### src/rtl/pag_pkg.sv
package pag_pkg;

    typedef enum logic [2:0] {
        OP_SEQ   = 3'd0,
        OP_SJMP  = 3'd1,
        OP_SCALL = 3'd2,
        OP_LJMP  = 3'd3,
        OP_LCALL = 3'd4,
        OP_PCWR  = 3'd5,
        OP_RET   = 3'd6,
        OP_RETL  = 3'd7
    } pag_op_e;

    typedef struct packed {
        logic push;
        logic pop;
        logic lit_ld;
    } pag_stk_ctl_t;

    function automatic pag_stk_ctl_t pag_decode(input pag_op_e op);
        pag_stk_ctl_t c;
        c.push   = (op == OP_SCALL) || (op == OP_LCALL);
        c.pop    = (op == OP_RET)   || (op == OP_RETL);
        c.lit_ld = (op == OP_RETL);
        return c;
    endfunction

endpackage

### src/rtl/pag_slot.sv
module pag_slot
    import pag_pkg::*;
(
    input  logic    clk,
    input  logic    rst,
    input  pag_op_e op_in,
    input  logic    skip_req,
    output pag_op_e op_eff,
    output logic    squash
);
    always_ff @(posedge clk) begin
        if (rst) squash <= 1'b0;
        else     squash <= !squash && skip_req;
    end

    assign op_eff = squash ? OP_SEQ : op_in;
endmodule

### src/rtl/pag_next.sv
module pag_next
    import pag_pkg::*;
#(
    parameter int AW = 11,
    parameter int DW = 8
) (
    input  pag_op_e          op,
    input  logic [AW-1:0]    pc,
    input  logic [AW-1:0]    addr,
    input  logic [AW-DW-2:0] page,
    input  logic [DW-1:0]    alu,
    input  logic [AW-1:0]    stk_top,
    output logic [AW-1:0]    pc_inc,
    output logic [AW-1:0]    pc_nxt
);
    logic [DW-1:0] low_byte;

    assign pc_inc   = pc + 1'b1;
    assign low_byte = (op == OP_PCWR) ? alu : addr[DW-1:0];

    always_comb begin
        unique case (op)
            OP_SEQ:             pc_nxt = pc_inc;
            OP_SJMP:            pc_nxt = {page, addr[DW:0]};
            OP_SCALL, OP_PCWR:  pc_nxt = {page, 1'b0, low_byte};
            OP_LJMP, OP_LCALL:  pc_nxt = addr;
            default:            pc_nxt = stk_top;
        endcase
    end
endmodule

### src/rtl/pag_stack.sv
module pag_stack #(
    parameter int AW    = 11,
    parameter int DEPTH = 2
) (
    input  logic          clk,
    input  logic          rst,
    input  logic          push,
    input  logic          pop,
    input  logic [AW-1:0] push_val,
    output logic [AW-1:0] top
);
    logic [AW-1:0] entry [DEPTH];

    for (genvar i = 0; i < DEPTH; i++) begin : g_ent
        logic [AW-1:0] from_above;
        logic [AW-1:0] from_below;

        if (i == 0) begin : g_head
            assign from_above = push_val;
        end else begin : g_body
            assign from_above = entry[i-1];
        end

        if (i == DEPTH - 1) begin : g_tail
            assign from_below = entry[i];
        end else begin : g_mid
            assign from_below = entry[i+1];
        end

        always_ff @(posedge clk) begin
            if (rst)       entry[i] <= '0;
            else if (push) entry[i] <= from_above;
            else if (pop)  entry[i] <= from_below;
        end
    end

    assign top = entry[0];
endmodule

### src/rtl/prog_addr_gen.sv
module prog_addr_gen
    import pag_pkg::*;
#(
    parameter int AW        = 11,
    parameter int DW        = 8,
    parameter int STK_DEPTH = 2
) (
    input  logic             clk,
    input  logic             rst,
    input  logic [2:0]       ctl_op,
    input  logic             skip_req,
    input  logic [AW-1:0]    ins_addr,
    input  logic [DW-1:0]    ins_lit,
    input  logic [AW-DW-2:0] page_sel,
    input  logic [DW-1:0]    alu_res,
    output logic [AW-1:0]    fetch_addr,
    output logic             squash,
    output logic             lit_vld,
    output logic [DW-1:0]    lit_out
);
    pag_op_e      op_eff;
    pag_stk_ctl_t sctl;
    logic [AW-1:0] pc_inc, pc_nxt, stk_top;

    pag_slot u_slot (
        .clk      (clk),
        .rst      (rst),
        .op_in    (pag_op_e'(ctl_op)),
        .skip_req (skip_req),
        .op_eff   (op_eff),
        .squash   (squash)
    );

    assign sctl = pag_decode(op_eff);

    pag_next #(.AW(AW), .DW(DW)) u_next (
        .op      (op_eff),
        .pc      (fetch_addr),
        .addr    (ins_addr),
        .page    (page_sel),
        .alu     (alu_res),
        .stk_top (stk_top),
        .pc_inc  (pc_inc),
        .pc_nxt  (pc_nxt)
    );

    pag_stack #(.AW(AW), .DEPTH(STK_DEPTH)) u_stack (
        .clk      (clk),
        .rst      (rst),
        .push     (sctl.push),
        .pop      (sctl.pop),
        .push_val (pc_inc),
        .top      (stk_top)
    );

    always_ff @(posedge clk) begin
        if (rst) begin
            fetch_addr <= '1;
            lit_vld    <= 1'b0;
            lit_out    <= '0;
        end else begin
            fetch_addr <= pc_nxt;
            lit_vld    <= sctl.lit_ld;
            if (sctl.lit_ld) lit_out <= ins_lit;
        end
    end
endmodule

### config.mk
export PLATFORM = sky130hd
export DESIGN_NAME = prog_addr_gen
export DESIGN_NICKNAME = d
export VERILOG_FILES = /design/src/rtl/pag_pkg.sv /design/src/rtl/pag_slot.sv /design/src/rtl/pag_next.sv /design/src/rtl/pag_stack.sv /design/src/rtl/prog_addr_gen.sv
export SDC_FILE = /design/constraint.sdc
export NUM_CORES = 1
export LEC_CHECK = 0
export BUFFER_PORTS_ARGS = -buffer_cell sky130_fd_sc_hd__buf_2
export CAP_MARGIN = 5
export CORE_ASPECT_RATIO = 0.5
export CORE_UTILIZATION = 53
export CTS_CLUSTER_DIAMETER = 40
export DETAILED_ROUTE_END_ITERATION = 8
export PLACE_DENSITY_LB_ADDON = 0.2
export SLEW_MARGIN = 20
export SYNTH_ARGS = -nofsm -noshare
export SYNTH_HDL_FRONTEND = slang
export SYNTH_HIERARCHICAL = 1
export SYNTH_SLANG_ARGS = --single-unit
### constraint.sdc
create_clock -name clk -period 2.4 [get_ports clk]
set_clock_uncertainty 0.15 [all_clocks]
set_input_delay 0.48 -clock clk [delete_from_list [all_inputs] [get_ports clk]]
set_output_delay 0.48 -clock clk [all_outputs]
set_load 0.02 [all_outputs]
==> results.md, run 1 <==
* Fmax at a little under 500 MHz
* Die X-Extent at 95.5 um
* Worst slack, placed at around 220 ps
* Min-delay src: ins_lit[1]
* Hold_buf cts at 0
* Total CTS buffers at 5
* Die Ht at approximately 49 um
* Crit Path Class: reg -> reg
* YS warnings at 6
* Number of global-route vias before repair at between 1500 and 2000
* Setup TNS at 0 ps
* Worst path slowest cell: nor3_1
* Avg WL per Cell at 15.8 um
* Clock Sinks at 43
* Non-filler cells in the finished layout at 327
* Crit path time final at 2040 ps
* CP endpoint kind: flip-flop
* # diodes at 0
* Layout cells sized above 1 at between 30 and 40%
* Mapped Area at between 2000 and 2500 sq um
* Postcts setup bufs at 0
* Final nets at 308
* Final setup viols at 0
* GP Congestion at 0.788
* Clock Path Buffers at 2
* Via-to-Cell Ratio at between 5 and 6
* Top fanout value on the critical path at 18
* Post-Syn Area per Cell at 10.9 sq um
* CP cell instances: nor2b_1 -> buf_4 -> nor3_1 -> a221o_1 -> or2_1
* Slew margin rel. at 44.3%
* Worst setup SP type: flip-flop
* Static Leak at 1.13 nW
* Vias at 1868
* FF-to-FF Start: u_slot/squash
* Reg-to-reg setup timing slack at 360 ps
* Worst path max stage delay at 700 ps
* Worst EP required at roughly 2500 ps
* Commonest non-fill, non-tap cells in the layout: buf_2, nand2b_1, edfxtp_1
* Worst-path clk slew at 80 ps
* PwrDens at 684 nW/um^2
* DRT Wirelength at 5.18 mm
* Global-route wire length before repair at ~8.3 mm
* Core Region at 4040 sq um
* Reg2Reg Depth at 5
* Die ar. at 4660 sq um
* Drt drc at 0
* Final hold violation count at 0
* DRT iter0 DRCs at 111
* Detailed Routing Iterations Pass 1 at 4
* Rows at 16
* Fin Hold WS at 284 ps
* Critical R2R Capture: fetch_addr[10]
* Final Cell Area at 2750 sq um
* Largest net degree at the start of global routing at 27
* Period utilisation layout at 84.8%
* WHS Endpoint: lit_out[1]
* Post-route setup slack at ~360 ps
* Post_cts resized at 0
* Gr ovfl total at 0
* Cell count after placement at 319
* Antenna violations before repair at 0
* Arr. time, crit path at ~2100 ps
* Synth Register Bits at 43
* Root Buffer: clkbuf_8
* Routed Antenna Nets at 0
* Synth Instances at 213
* Layout area overhead at 18.6%
* RSZ-0062 raised after global routing: false
* Buffers added on ports at 55
* Post-Syn Nets at 249
* Post-DP Area at 2640 sq um
* Worst Tran Pin Value at 829 ps
* Top cell type's share of synthesized area at 28.5%
* Initial core utilization at 57.3%
* I/O Pins at 56
* HP Class: in -> reg
* Commonest non-fill, non-tap cell in the layout: buf_2
* DP Wirelength at ~3.9 mm
* Largest cells by area after synthesis: edfxtp_1, dfxtp_1, nand2b_1, mux2i_1, a32o_1
* Synth cell types at 44
* GRT Overall Usage at a little under a quarter
* H-tree depth at 2
* TritonCTS clock tree: yes
* Area leader, netlist: edfxtp_1
* Slew Limit Fails at 0
* WHS Path Cells at 3
* Run status: completed
* Max cap viols at 0
* Worst-Skew Late Latency at 300 ps
* Sequential fraction of the synthesis area at 46.6%
* Peak supply drop at 0.000375 V
-- per-stage QoR --
stage	power (mW)	util (%)
after detailed placement	1.33	65.3
after global routing	1.97	68.0
after CTS	1.89	68.0
after global placement	1.32	65.3
final	1.88	68.0
after floorplan	1.20	-
-- flip-flops by register name, summed over array words and instances (netlist names) --
| signal | cells |
|---|---|
| u_stack/entry | 22 |
| u_slot/squash | 1 |
| lit_vld | 1 |
| lit_out | 8 |
| fetch_addr | 11 |
-- power breakdown --
group / switching, mW / internal (mW) / leakage [nW]
Combinational: 0.232 / 0.190 / 0.663
Clock: 0.252 / 0.305 / 0.0556
Sequential: 0.0486 / 0.854 / 0.411
Total: 0.533 / 1.35 / 1.13
-- worst max-delay path by stage --
stage | startpoint | to | slack [ps]
finish | u_slot/squash | fetch_addr[10] | 360
detailed placement | ctl_op[0] | fetch_addr[3] | 220
CTS | u_slot/squash | fetch_addr[10] | 390
global route | u_slot/squash | fetch_addr[3] | 230
floorplan | ctl_op[2] | fetch_addr[9] | 390
global placement | ctl_op[2] | u_stack/entry[1][5] | 250
-- area by class of cell --
class / instances / area (sq um)
clock buffers: 5 / 68.8
clock inverters: 3 / 38.8
fillers: 321 / 1290
inverters: 3 / 11.3
multi-input cells: 152 / 1100
flip-flops and latches: 43 / 1080
well taps: 54 / 67.6
repair buffers: 67 / 378
-- cell usage after synthesis, drive strengths merged --
cell type,instances
nand2b,23
edfxtp,22
dfxtp,21
buf,14
mux2i,13
and2,12
a32o,11
or2,11
nor2,10
xnor2,9
a221oi,7
o22ai,6
a21oi,5
nor2b,5
nand2,4
nand4,4
o2bb2ai,4
and3,3
inv,3
nand3,3
a221o,2
a22oi,2
a2bb2oi,2
o21ai,2
o21bai,2
a2111oi,1
a22o,1
and2b,1
and4,1
clkbuf,1
ha,1
nor3,1
nor3b,1
o211ai,1
o21a,1
o21ba,1
or3,1
xor2,1
-- kinds of logic (layout without fill, tap and decap cells) --
group	Yosys count	after routing	synth area share, %
adder cells (fa/ha/maj)	1	1	0.540
AO/OA/AOI/OAI	48	48	16.8
flip-flops	43	43	46.6
buffers and inverters	18	78	5.88
XOR/XNOR	10	10	3.78
AND/OR/NAND/NOR	80	80	20.8
multiplexers	13	13	5.61
-- routing by layer --
layer / vias up / GRT usage [%] / part of all wire, %
met5: - / 0 / 0
met4: 0 / 5.72 / 0.46
met3: 3 / 7.32 / 9.1
met2: 78 / 34.4 / 44
met1: 879 / 35.4 / 47
li1: 908 / - / -
-- critical path, delay by kind of cell (launching register included) --
kind                   cells  cell delay (ps)
buffers and inverters      1              210
DFF                        1              420
and+or+nand+nor            3              910
AOI/OAI and AO/OA          1              280
Note: power is estimated with default switching activity, not from simulation.
==> run 2: changes to the inputs <==
CORE_UTILIZATION = 48   (was 53)
clock period = 1.7 ns   (was 2.4 ns; I/O delays follow)
==> results.md, run 2 (same netlist as run 1, synthesis figures left out) <==
* GP Congestion at 0.821 (+4.2%)
* Slew margin rel. at 73.7% (+29 points)
* Largest delay share family, worst path: simple AND/OR/NAND/NOR gates
* Post-DP Area at 2840 sq um (+7.4%)
* Die ar. at 5130 sq um (+10%)
* Clock Sinks at 43 (unchanged)
* Global-route wire length before repair at 8.67 mm (+4.1%)
* Period utilisation layout at 104% (+20 points)
* Largest register FFs at 22 (unchanged)
* Total CTS buffers at 5 (unchanged)
* Cell count after placement at 347 (+8.8%)
* Final setup viols at 32 (+32)
* Routed Antenna Nets at 0 (unchanged)
* Worst slack, placed at -220 ps (-436 ps)
* Root Buffer: clkbuf_8
* Initial core utilization at 51.4% (-5.9 points)
* Rows at 17 (+1)
* Die Ht at 51.1 um (+4.9%)
* Final nets at 337 (+9.4%)
* Slew Limit Fails at 0 (unchanged)
* # diodes at 0 (unchanged)
* Clock Path Buffers at 2 (unchanged)
* CP endpoint kind: flip-flop
* Top Registers: u_stack/entry x22, fetch_addr x11, lit_out x8
* TritonCTS clock tree: yes
* PwrDens at 892 nW/um^2 (+30%)
* Die X-Extent at 100 um (+5.0%)
* Layout area overhead at 37.9%
* Worst EP required at 1750 ps (-740 ps)
* Number of global-route vias before repair at 1785 (+5.8%)
* Layout cells sized above 1 at 45.7% (+16 points)
* Drt drc at 0 (unchanged)
* Run status: complete, but fails checks
* Buffers added on ports at 55 (unchanged)
* DRT iter0 DRCs at 169 (+52%)
* Final design utilization at 70.9% (+2.9 points)
* Arr. time, crit path at 1820 ps (-310 ps)
* Reg with most FFs: u_stack/entry
* Commonest non-fill, non-tap cells in the layout: buf_2, buf_4, nand2b_1
* Peak supply drop at 0.000431 V (+15%)
* Commonest non-fill, non-tap cell in the layout: buf_2
* H-tree depth at 2 (unchanged)
* Failing checks: negative setup slack
* Crit Path Class: reg -> reg
* Static Leak at 1.32 nW (+17%)
* I/O Pins at 56 (unchanged)
* HP Class: in -> reg
* Via-to-Cell Ratio at 5.57 (-2.4%)
* Max cap viols at 0 (unchanged)
* Worst-Skew Late Latency at 300 ps (about the same)
* Worst-path clk slew at 80 ps (about the same)
* RSZ-0062 raised after global routing: true
* Final hold violation count at 0 (unchanged)
* Antenna violations before repair at 0 (unchanged)
* Non-filler cells in the finished layout at 368 (+13%)
* CP Buf/Inv Count at 0 (-1)
* Avg WL per Cell at 16.6 um (+4.9%)
* Fin Hold WS at 130 ps (-155 ps)
* Largest net degree at the start of global routing at 22 (-19%)
* Worst path max stage delay at 350 ps (-350 ps)
* DRT Wirelength at 6.11 mm (+18%)
* Worst path slowest cell: dfxtp_4
* DP Wirelength at 4.07 mm (+5.4%)
* Post-route setup slack at -74.2 ps (-439 ps)
* Fmax at 564 MHz (+15%)
* CP cell instances: and4_4 -> nand4_1 -> xnor2_2 -> a221o_1 -> or2_1
* Final Cell Area at 3200 sq um (+16%)
* Worst Tran Pin Value at 392 ps (-437 ps)
* Top fanout value on the critical path at 3 (-15)
* Crit path time final at 1770 ps (-261 ps)
* Vias at 2051 (+9.8%)
* Core Region at 4510 sq um (+12%)
* GRT Overall Usage at 23.3% (-0.69 points)
* Gr ovfl total at 0 (unchanged)
* Worst setup SP type: flip-flop
* Detailed Routing Iterations Pass 1 at 5 (+1)
* Hold_buf cts at 0 (unchanged)
run 2: cell count changes in the layout (fill, tap and decap cells not counted), sizes merged:
| cell | delta |
|---|---|
| clkbuf | +2 |
| inv | -1 |
| clkinv | -1 |
| clkinvlp | +3 |
| buf | +26 |
run 2: worst paths after layout:
check,from,endpoint,slack (ps),cells past startpoint
setup reg to reg,fetch_addr[2],fetch_addr[9],-70,5
hold reg to reg,lit_out[1],lit_out[1],320,2
setup / recovery,fetch_addr[2],fetch_addr[9],-70,5
hold / removal,skip_req,u_slot/squash,130,2
run 2: per-stage QoR:
stage / total power, mW / TNS, ps
4_1_cts: 2.77 / -280
6_report: 2.85 / -1140
2_1_floorplan: 1.72 / -38.5
3_3_place_gp: 1.95 / -5330
3_5_place_dp: 1.96 / -6710
5_1_grt: 2.97 / -4240
run 2: power breakdown:
| part | switching [mW] | total [mW] | internal [mW] |
|---|---|---|---|
| sequential | 0.0588 | 1.27 | 1.21 |
| clock | 0.357 | 0.786 | 0.429 |
| combinational | 0.406 | 0.799 | 0.393 |
| total | 0.821 | 2.85 | 2.03 |
run 2: cell type report:
type | instances | area [sq um]
fill | 365 | 1310
sequential | 43 | 1100
clock inverter | 3 | 38.8
timing repair buffer | 95 | 674
timing repair inverter | 1 | 7.51
multi-input combinational | 152 | 1210
inverter | 3 | 15.0
tap | 66 | 82.6
clock buffer | 5 | 68.8
run 2: repair_timing:
item                       4_1_cts  5_1_grt
pin swaps                        4       10
gates resized for setup         11       15
setup buffers                    1        9
gates cloned                     1        2
setup endpoints to repair       36       60
run 2: metal layers:
layer	global-route usage, %	share of wire [%]
met1	31.3	46
met2	35.4	43
met3	8.76	10
met4	6.04	1.1
met5	0	0
